File: src/rtl/rh_port_pkg.sv
package rh_port_pkg;

  localparam int DATA_W   = 16;
  localparam int SLOT_CNT = 8;
  localparam int SLOT_W   = $clog2(SLOT_CNT);

  localparam logic [DATA_W-1:0] KEEP_MASK   = 16'h01FB;
  localparam logic [DATA_W-1:0] W1C_MASK    = 16'h000A;
  localparam logic [DATA_W-1:0] ABSENT_WORD = 16'hFF7F;

  localparam int B_CONN     = 0;
  localparam int B_CONN_CHG = 1;
  localparam int B_EN       = 2;
  localparam int B_EN_CHG   = 3;
  localparam int B_LS       = 8;
  localparam int B_RST      = 9;

  // strobes from the decode control to the register datapath
  typedef struct packed {
    logic              hit;
    logic              absent;
    logic              wrStrobe;
    logic [SLOT_W-1:0] slot;
  } strobe_t;

  function automatic logic [DATA_W-1:0] mergeWrite(input logic [DATA_W-1:0] oldWord,
                                                   input logic [DATA_W-1:0] newWord);
    logic [DATA_W-1:0] m;
    m = (oldWord & KEEP_MASK) | (newWord & ~KEEP_MASK);
    m = m & ~(newWord & W1C_MASK);
    return m;
  endfunction

  function automatic logic [DATA_W-1:0] applyEvent(input logic [DATA_W-1:0] cur,
                                                   input logic attach,
                                                   input logic detach,
                                                   input logic lowSpeed);
    logic [DATA_W-1:0] r;
    r = cur;
    if (attach) begin
      if (r[B_CONN] && r[B_EN]) begin
        r[B_EN]     = 1'b0;
        r[B_EN_CHG] = 1'b1;
      end
      r[B_CONN]     = 1'b1;
      r[B_CONN_CHG] = 1'b1;
      r[B_LS]       = lowSpeed;
    end else if (detach) begin
      if (r[B_CONN]) begin
        r[B_CONN]     = 1'b0;
        r[B_CONN_CHG] = 1'b1;
      end
      if (r[B_EN]) begin
        r[B_EN]     = 1'b0;
        r[B_EN_CHG] = 1'b1;
      end
    end
    return r;
  endfunction

endpackage

File: src/rtl/rh_port_ctrl.sv
module rh_port_ctrl
  import rh_port_pkg::*;
#(
  parameter int                NUM_PORTS = 2,
  parameter int                ADDR_W    = 5,
  parameter logic [ADDR_W-1:0] WIN_BASE  = 5'h10
) (
  input  logic              regWrEn,
  input  logic [ADDR_W-1:0] regAddr,
  output strobe_t           strb
);

  localparam int HI_LSB = SLOT_W + 1;

  logic              inWindow;
  logic [SLOT_W-1:0] slot;
  logic              slotAbsent;

  assign slot       = regAddr[SLOT_W:1];
  assign inWindow   = (regAddr[ADDR_W-1:HI_LSB] == WIN_BASE[ADDR_W-1:HI_LSB]) && !regAddr[0];
  assign slotAbsent = ({1'b0, slot} >= (SLOT_W+1)'(NUM_PORTS));

  always_comb begin
    strb          = '0;
    strb.slot     = slot;
    strb.hit      = inWindow;
    strb.absent   = inWindow && slotAbsent;
    strb.wrStrobe = regWrEn && inWindow && !slotAbsent;
  end

endmodule

File: src/rtl/rh_port_dp.sv
module rh_port_dp
  import rh_port_pkg::*;
#(
  parameter int NUM_PORTS = 2
) (
  input  logic                 clk,
  input  logic                 rstN,
  input  strobe_t              strb,
  input  logic [DATA_W-1:0]    wrData,
  input  logic [NUM_PORTS-1:0] devAttach,
  input  logic [NUM_PORTS-1:0] devDetach,
  input  logic [NUM_PORTS-1:0] devLowSpeed,
  output logic [DATA_W-1:0]    rdData,
  output logic [NUM_PORTS-1:0] busResetReq
);

  logic [NUM_PORTS-1:0][DATA_W-1:0] portReg;
  logic [NUM_PORTS-1:0][DATA_W-1:0] portNext;
  logic [NUM_PORTS-1:0]             portWr;
  logic [NUM_PORTS-1:0]             pulseNext;

  always_comb begin
    for (int p = 0; p < NUM_PORTS; p++) begin
      logic [DATA_W-1:0] afterWr;
      portWr[p]    = strb.wrStrobe && (strb.slot == SLOT_W'(p));
      afterWr      = portWr[p] ? mergeWrite(portReg[p], wrData) : portReg[p];
      portNext[p]  = applyEvent(afterWr, devAttach[p], devDetach[p], devLowSpeed[p]);
      pulseNext[p] = portWr[p] && wrData[B_RST] && !portReg[p][B_RST] && portReg[p][B_CONN];
    end
  end

  always_ff @(posedge clk) begin
    if (!rstN) begin
      portReg     <= '0;
      busResetReq <= '0;
    end else begin
      portReg     <= portNext;
      busResetReq <= pulseNext;
    end
  end

  always_comb begin
    rdData = '0;
    if (strb.absent) begin
      rdData = ABSENT_WORD;
    end else if (strb.hit) begin
      for (int p = 0; p < NUM_PORTS; p++) begin
        if (strb.slot == SLOT_W'(p)) rdData = portReg[p];
      end
    end
  end

  // a host write reaches at most one port
  p_single_target_r7: assert property (@(posedge clk) disable iff (!rstN)
    $onehot0(portWr));

  for (genvar g = 0; g < NUM_PORTS; g++) begin : g_chk
    // reset request never lasts two cycles
    p_pulse_single_r4: assert property (@(posedge clk) disable iff (!rstN)
      busResetReq[g] |=> !busResetReq[g]);
    // a pulse always follows a write carrying the reset bit
    p_pulse_cause_r4: assert property (@(posedge clk) disable iff (!rstN)
      pulseNext[g] |=> (busResetReq[g] && $past(wrData[B_RST])));
    // attach leaves the port connected with its change flag and speed
    p_attach_r5: assert property (@(posedge clk) disable iff (!rstN)
      devAttach[g] |=> (portReg[g][B_CONN] && portReg[g][B_CONN_CHG] &&
                        portReg[g][B_LS] == $past(devLowSpeed[g])));
    // detach leaves the port disconnected and disabled
    p_detach_r6: assert property (@(posedge clk) disable iff (!rstN)
      (devDetach[g] && !devAttach[g]) |=> (!portReg[g][B_CONN] && !portReg[g][B_EN]));
    // hardware-owned bits survive a host write
    p_keep_r2: assert property (@(posedge clk) disable iff (!rstN)
      (portWr[g] && !devAttach[g] && !devDetach[g]) |=>
        ($stable(portReg[g][B_CONN]) && $stable(portReg[g][B_LS])));
    // writing one to the connect-change flag clears it
    p_w1c_r3: assert property (@(posedge clk) disable iff (!rstN)
      (portWr[g] && wrData[B_CONN_CHG] && !devAttach[g] && !devDetach[g]) |=>
        !portReg[g][B_CONN_CHG]);
    // an access to an absent slot leaves the port untouched
    p_absent_r8: assert property (@(posedge clk) disable iff (!rstN)
      (strb.absent && !devAttach[g] && !devDetach[g]) |=> $stable(portReg[g]));
  end

endmodule

File: src/rtl/rh_port_regs.sv
module rh_port_regs
  import rh_port_pkg::*;
#(
  parameter int                NUM_PORTS = 2,
  parameter int                ADDR_W    = 5,
  parameter logic [ADDR_W-1:0] WIN_BASE  = 5'h10
) (
  input  logic                 clk,
  input  logic                 rstN,
  input  logic                 regWrEn,
  input  logic [ADDR_W-1:0]    regAddr,
  input  logic [DATA_W-1:0]    regWrData,
  output logic [DATA_W-1:0]    regRdData,
  input  logic [NUM_PORTS-1:0] devAttach,
  input  logic [NUM_PORTS-1:0] devDetach,
  input  logic [NUM_PORTS-1:0] devLowSpeed,
  output logic [NUM_PORTS-1:0] busResetReq
);

  strobe_t strb;

  rh_port_ctrl #(
    .NUM_PORTS(NUM_PORTS),
    .ADDR_W   (ADDR_W),
    .WIN_BASE (WIN_BASE)
  ) u_ctrl (
    .regWrEn(regWrEn),
    .regAddr(regAddr),
    .strb   (strb)
  );

  rh_port_dp #(
    .NUM_PORTS(NUM_PORTS)
  ) u_dp (
    .clk        (clk),
    .rstN       (rstN),
    .strb       (strb),
    .wrData     (regWrData),
    .devAttach  (devAttach),
    .devDetach  (devDetach),
    .devLowSpeed(devLowSpeed),
    .rdData     (regRdData),
    .busResetReq(busResetReq)
  );

endmodule

File: config.mk
export PLATFORM = sky130hd
export DESIGN_NAME = rh_port_regs
export DESIGN_NICKNAME = d
export VERILOG_FILES = /design/src/rtl/rh_port_pkg.sv /design/src/rtl/rh_port_ctrl.sv /design/src/rtl/rh_port_dp.sv /design/src/rtl/rh_port_regs.sv
export SDC_FILE = /design/constraint.sdc
export NUM_CORES = 1
export LEC_CHECK = 0
export CORE_MARGIN = 2
export CORE_UTILIZATION = 25
export CTS_CLUSTER_DIAMETER = 40
export DETAILED_ROUTE_END_ITERATION = 8
export GPL_ROUTABILITY_DRIVEN = 0
export HOLD_SLACK_MARGIN = 0.03
export PLACE_DENSITY = 0.51
export SYNTH_ARGS = -nofsm -noshare
export SYNTH_HDL_FRONTEND = slang
export SYNTH_HIERARCHICAL = 1
export SYNTH_SLANG_ARGS = --single-unit
File: constraint.sdc
create_clock -name clk -period 1.6 [get_ports clk]
set_input_delay 0.32 -clock clk [delete_from_list [all_inputs] [get_ports clk]]
set_output_delay 0.32 -clock clk [all_outputs]
set_load 0.02 [all_outputs]
### Word level (Yosys, flattened, before mapping)

Index checks and enable logic that the tools add are counted.

| storage, ports and cells | value |
|---|---|
| bits in registers | 34 |
| bits of input ports | 30 |
| logic and storage cells | 53 |

| operators by class | value |
|---|---|
| $lt $le $gt $ge | 1 |
| equal/unequal tests | 1 |
| multiplexer cells | 18 |
| bitwise gates (word level) | 5 |
| reductions and logical operators | 21 |

Operators by type and width:

| cell | number |
|---|---|
| 2-to-1 mux 16 bit | 4 |
| bitwise AND 16 bit | 2 |
| OR 9 x 16 -> 16 bit | 2 |
| 2-to-1 mux 9 bit | 2 |
| 2-to-1 mux 4 bit | 4 |
| inverter 4 -> 16 bit | 1 |
| logical AND 1 bit | 14 |
| 2-to-1 mux 2 bit | 6 |
| logical NOT 1 bit | 4 |
| nonzero test 2 bit | 2 |
| equality test 3 x 1 -> 1 bit (second input constant) | 1 |
| greater-or-equal comparator 3 x 2 -> 1 bit (second input constant) | 1 |
| logical NOT 3 bit | 1 |
| 2-to-1 mux 1 bit | 2 |

### Depth between registers and ports, before layout

| logic depth | value |
|---|---|
| depth in word-level cells | 9 |
| gate-level depth with buffers | 6 |
| mapped depth without buffers | 5 |

### Cells and area by module

The synthesis kept the hierarchy.

Modules (own cells, without submodules):

| module | instances | cells an instance | area an instance (µm²) |
|---|---|---|---|
| rh_port_dp | 1 | 145 | 1325.0 |
| rh_port_ctrl | 1 | 8 | 60.1 |

### Least setup slack after synthesis

No wires, ideal clock.

| timing | value |
|---|---|
| path kind | input -> output |
| start | in regAddr[1] |
| end | out regRdData[1] |
| data arrival time | 1.280 ns |
| data required time | 1.280 ns |
| slack | 0.000 ns |
| cell stages on the path | 5 |
| path buffers | 2 |
| cells stage by stage | buf_4 > nor3_1 > buf_2 > a22o_1 > a21o_1 |

| between the ends | value |
|---|---|
| word-level cells in the longest chain between the ends | 5 |
| elaborated cells on any way between the ends | 8 |

RTL lines:

| what | line | RTL |
|---|---|---|
| start, declared | rh_port_regs.sv:11 | `input logic [ADDR_W-1:0] regAddr,` |
| logical NOT 3 bit | rh_port_dp.sv:48 | `if (strb.slot == SLOT_W'(p)) rdData = portReg[p];` |
| 2-to-1 mux 16 bit (2 in a row) | rh_port_dp.sv:48 |  |
| 2-to-1 mux 16 bit | rh_port_dp.sv:46 | `end else if (strb.hit) begin` |
| 2-to-1 mux 16 bit (*) | rh_port_dp.sv:44 | `if (strb.absent) begin` |
| end, declared | rh_port_regs.sv:13 | `output logic [DATA_W-1:0] regRdData,` |

Mark *: on every way between the ends. The rest lies on a longest branch, timed or not.

### Final worst setup path

| timing | value |
|---|---|
| start | in regAddr[2] |
| end | out regRdData[3] |

Same word-level chain as after synthesis.

==> results by group <==
Timing
  – Post-layout min period: ~1600 ps
  – Final Hold Fails: 0
  – Top achievable clock speed: about 0.63 GHz
  – Final max-slew violation count: 0
  – Endpoints failing setup: 0
  – Setup WS post-layout: between 7 and 8 ps
  – Setup TNS Final: 0 ps
  – Unrepaired setup endpoints after global routing: true
  – Skew final: around 2.6 ps
  – Period utilization: between 90 and 100%

Run
  – Max_cap viols: 0

Power and ir drop
  – P_int: ~1.0 mW
  – Part of the power in registers: between 40% and 50%
  – Clock Power Share: ~28%
  – Sw Ratio: between 20% and 30%
  – NetSw: 0.342 mW
  – Leakage Power: 0.908 nW
  – Power density over the cells: 624 nW/um2
  – Gate power share: 22.5%
  – Worst-case vdd ir drop: ~0.30 mV

Die
  – Die W: around 78 um
  – Ports: 48
  – Die footprint: about 6200 um2
  – Core ar.: about 5400 um2
  – Site Rows: 27
  – Initial Utilization: about a quarter
  – Die span in y: between 70 and 80 um

Global route
  – Antenna violations before repair: 0
  – Largest net degree at the start of global routing: 19
  – Vias in the first global route: roughly 1,200
  – GRT Util Overall: between 10% and 20%
  – Total congestion overflow: 0
  – First-pass GRT wire length: 6.38 mm

Cells and area
  – Share of layout cells above drive strength 1: about a third
  – Final #Nets: about 240
  – Final instance area: around 2100 um2
  – Ant diodes: 0
  – Most common cell after layout, fill and taps aside: nand2_1
  – Most frequent cells in the layout: nand2_1 (31), dfxtp_1 (26), buf_4 (23)
  – Finished Layout Cells: ~280
  – Synth-to-layout area growth: 54.7%

Drt
  – Avg Vias per Cell: 4.47
  – WL final: about 3.8 mm
  – Vias: 1,266
  – Initial DRC Count: between 40 and 50
  – Antenna-violating nets left: 0
  – Drt wl/cell: approximately 13 um
  – DRC violations left: 0
  – DR pass1 iterations: 4

Synth
  – Seq/Total Area, Yosys: about 38%
  – Gate Count Post-Synth: between 150 and 200
  – Synth warn: 6
  – Yosys cell types: 33
  – #FFs+latches synth: 26
  – Netlist Area Pre-Place: about 1400 um2
  – Synthesized area per cell: just over 9 um2
  – Post-synth net total: roughly 180

Placed design
  – Place WS: -802 ps
  – Placed cell area: just under 2000 um2
  – I/O Buffers: 40
  – HPWL after detailed placement: ~2.7 mm
  – Placed insts: approximately 270

Clock tree
  – H-tree levels: 1
  – TritonCTS clock tree: built
  – CTS clk-pin slew, worst paths: ~90 ps
  – Max clock buf depth: 2
  – Num CTS Buffers: 3
  – Skew-Pair Late Insertion Delay: between 200 and 300 ps
  – Root Buffer: clkbuf_8
  – Hold_buf cts: 0
  – Clock sink count: 26

Setup path
  – Worst-path cell chain: buf_8 > nor3_4 > buf_6 > buf_6 > a22o_1 > a21o_1 > buf_6
  – Crit Path Category: primary input to output port
  – WP data required: 1280 ps
  – Critical path's largest stage delay: about 220 ps
  – Most used cell, CP: buf_6
  – Crit path capture type: output port
  – CP Buf/Inv Count: 4
  – Crit path arrival time: ~1300 ps
  – CP top delay family: buffers and inverters
  – CP Launch Type: primary input
  – Worst Path Max Fanout: 5
  – CP max-delay cell: nor3_4

Worst hold path
  – HP Class: flop to flop

Outcome
  – Outcome: finished, final reports clean
per-stage QoR:
step | utilization, % | hold WS, ps | total power [mW]
2_1_floorplan | - | 423 | 0.806
3_3_place_gp | 36.1 | 451 | 0.952
3_5_place_dp | 36.1 | 456 | 0.950
4_1_cts | 38.9 | 469 | 1.35
5_1_grt | 39.4 | 494 | 1.40
6_report | 39.4 | 463 | 1.34
metal layers:
| layer | global-route usage, % | part of all wire, % |
|---|---|---|
| met1 | 19.8 | 52 |
| met2 | 19.2 | 43 |
| met3 | 2.41 | 4.7 |
| met4 | 3.16 | 0.60 |
| met5 | 0 | 0 |
sequential cells by signal, summed over array words and instances (netlist names):
name / flops
u_dp/busResetReq: 2
u_dp/portReg: 24
cells in the mapped netlist, drive strengths merged:
cell type  number  area (um2)
nand2          31         116
dfxtp          26         521
a21boi         16         120
buf            13        93.8
a21o           12        90.1
a22o           12         105
clkbuf          5        18.8
nor2b           5        38.8
mux2i           4        40.0
o21ai           4        20.0
inv             3        11.3
nor3b           3        32.5
a21oi           2        10.0
mux2            2        22.5
nor2            2        7.51
nor4b           2        32.5
o211ai          2        20.0
o21a            2        15.0
and3            1        6.26
and4bb          1        12.5
conb            1        3.75
nand4bb         1        11.3
nor3            1        5.00
nor4            1        21.3
or4b            1        10.0
power by group through the flow:
stage / registers [mW] / clock network [mW] / logic, mW
final: 0.664 / 0.372 / 0.301
after global routing: 0.666 / 0.415 / 0.324
after CTS: 0.664 / 0.387 / 0.296
after detailed placement: 0.680 / 0 / 0.270
after global placement: 0.681 / 0 / 0.271
after floorplan: 0.678 / 0 / 0.128
layout make-up:
| class | count | area, um2 |
|---|---|---|
| well taps | 72 | 90.1 |
| flip-flops and latches | 26 | 520 |
| repair buffers | 73 | 697 |
| fillers | 567 | 3300 |
| clock buffers | 3 | 41.3 |
| inverters | 3 | 11.3 |
| multi-input cells | 106 | 782 |
kinds of logic after synthesis:
| kind of cell | share of synthesized area [%] |
|---|---|
| muxes | 4.52 |
| AOI/OAI and AO/OA | 27.5 |
| DFF | 37.6 |
| and+or+nand+nor | 21.2 |
| other | 0.271 |
| buffers and inverters | 8.94 |
worst min-delay path, stage by stage (launching register included):
cell and delay [ps]:
dfxtp_1 330, o211ai_2 50, o21ai_1 50
timing repair:
action / CTS / global route
setup buffers: 3 / 1
gates resized for setup: 119 / 9
pin swaps: 19 / 9
cloned: 2 / 0
endpoints found under the setup margin: 37 / 21
final timing paths:
kind	from	endpoint	slack [ps]	cells after the start
setup reg to reg	u_dp/portReg[16]$_SDFFE_PN0P_	u_dp/portReg[18]$_SDFF_PN0_	610	3
hold / removal	u_dp/portReg[3]$_SDFF_PN0_	u_dp/portReg[3]$_SDFF_PN0_	460	2
setup / recovery	regAddr[2]	regRdData[3]	7	7
hold reg to reg	u_dp/portReg[3]$_SDFF_PN0_	u_dp/portReg[3]$_SDFF_PN0_	460	2
Note: power is estimated with default switching activity, not from simulation.
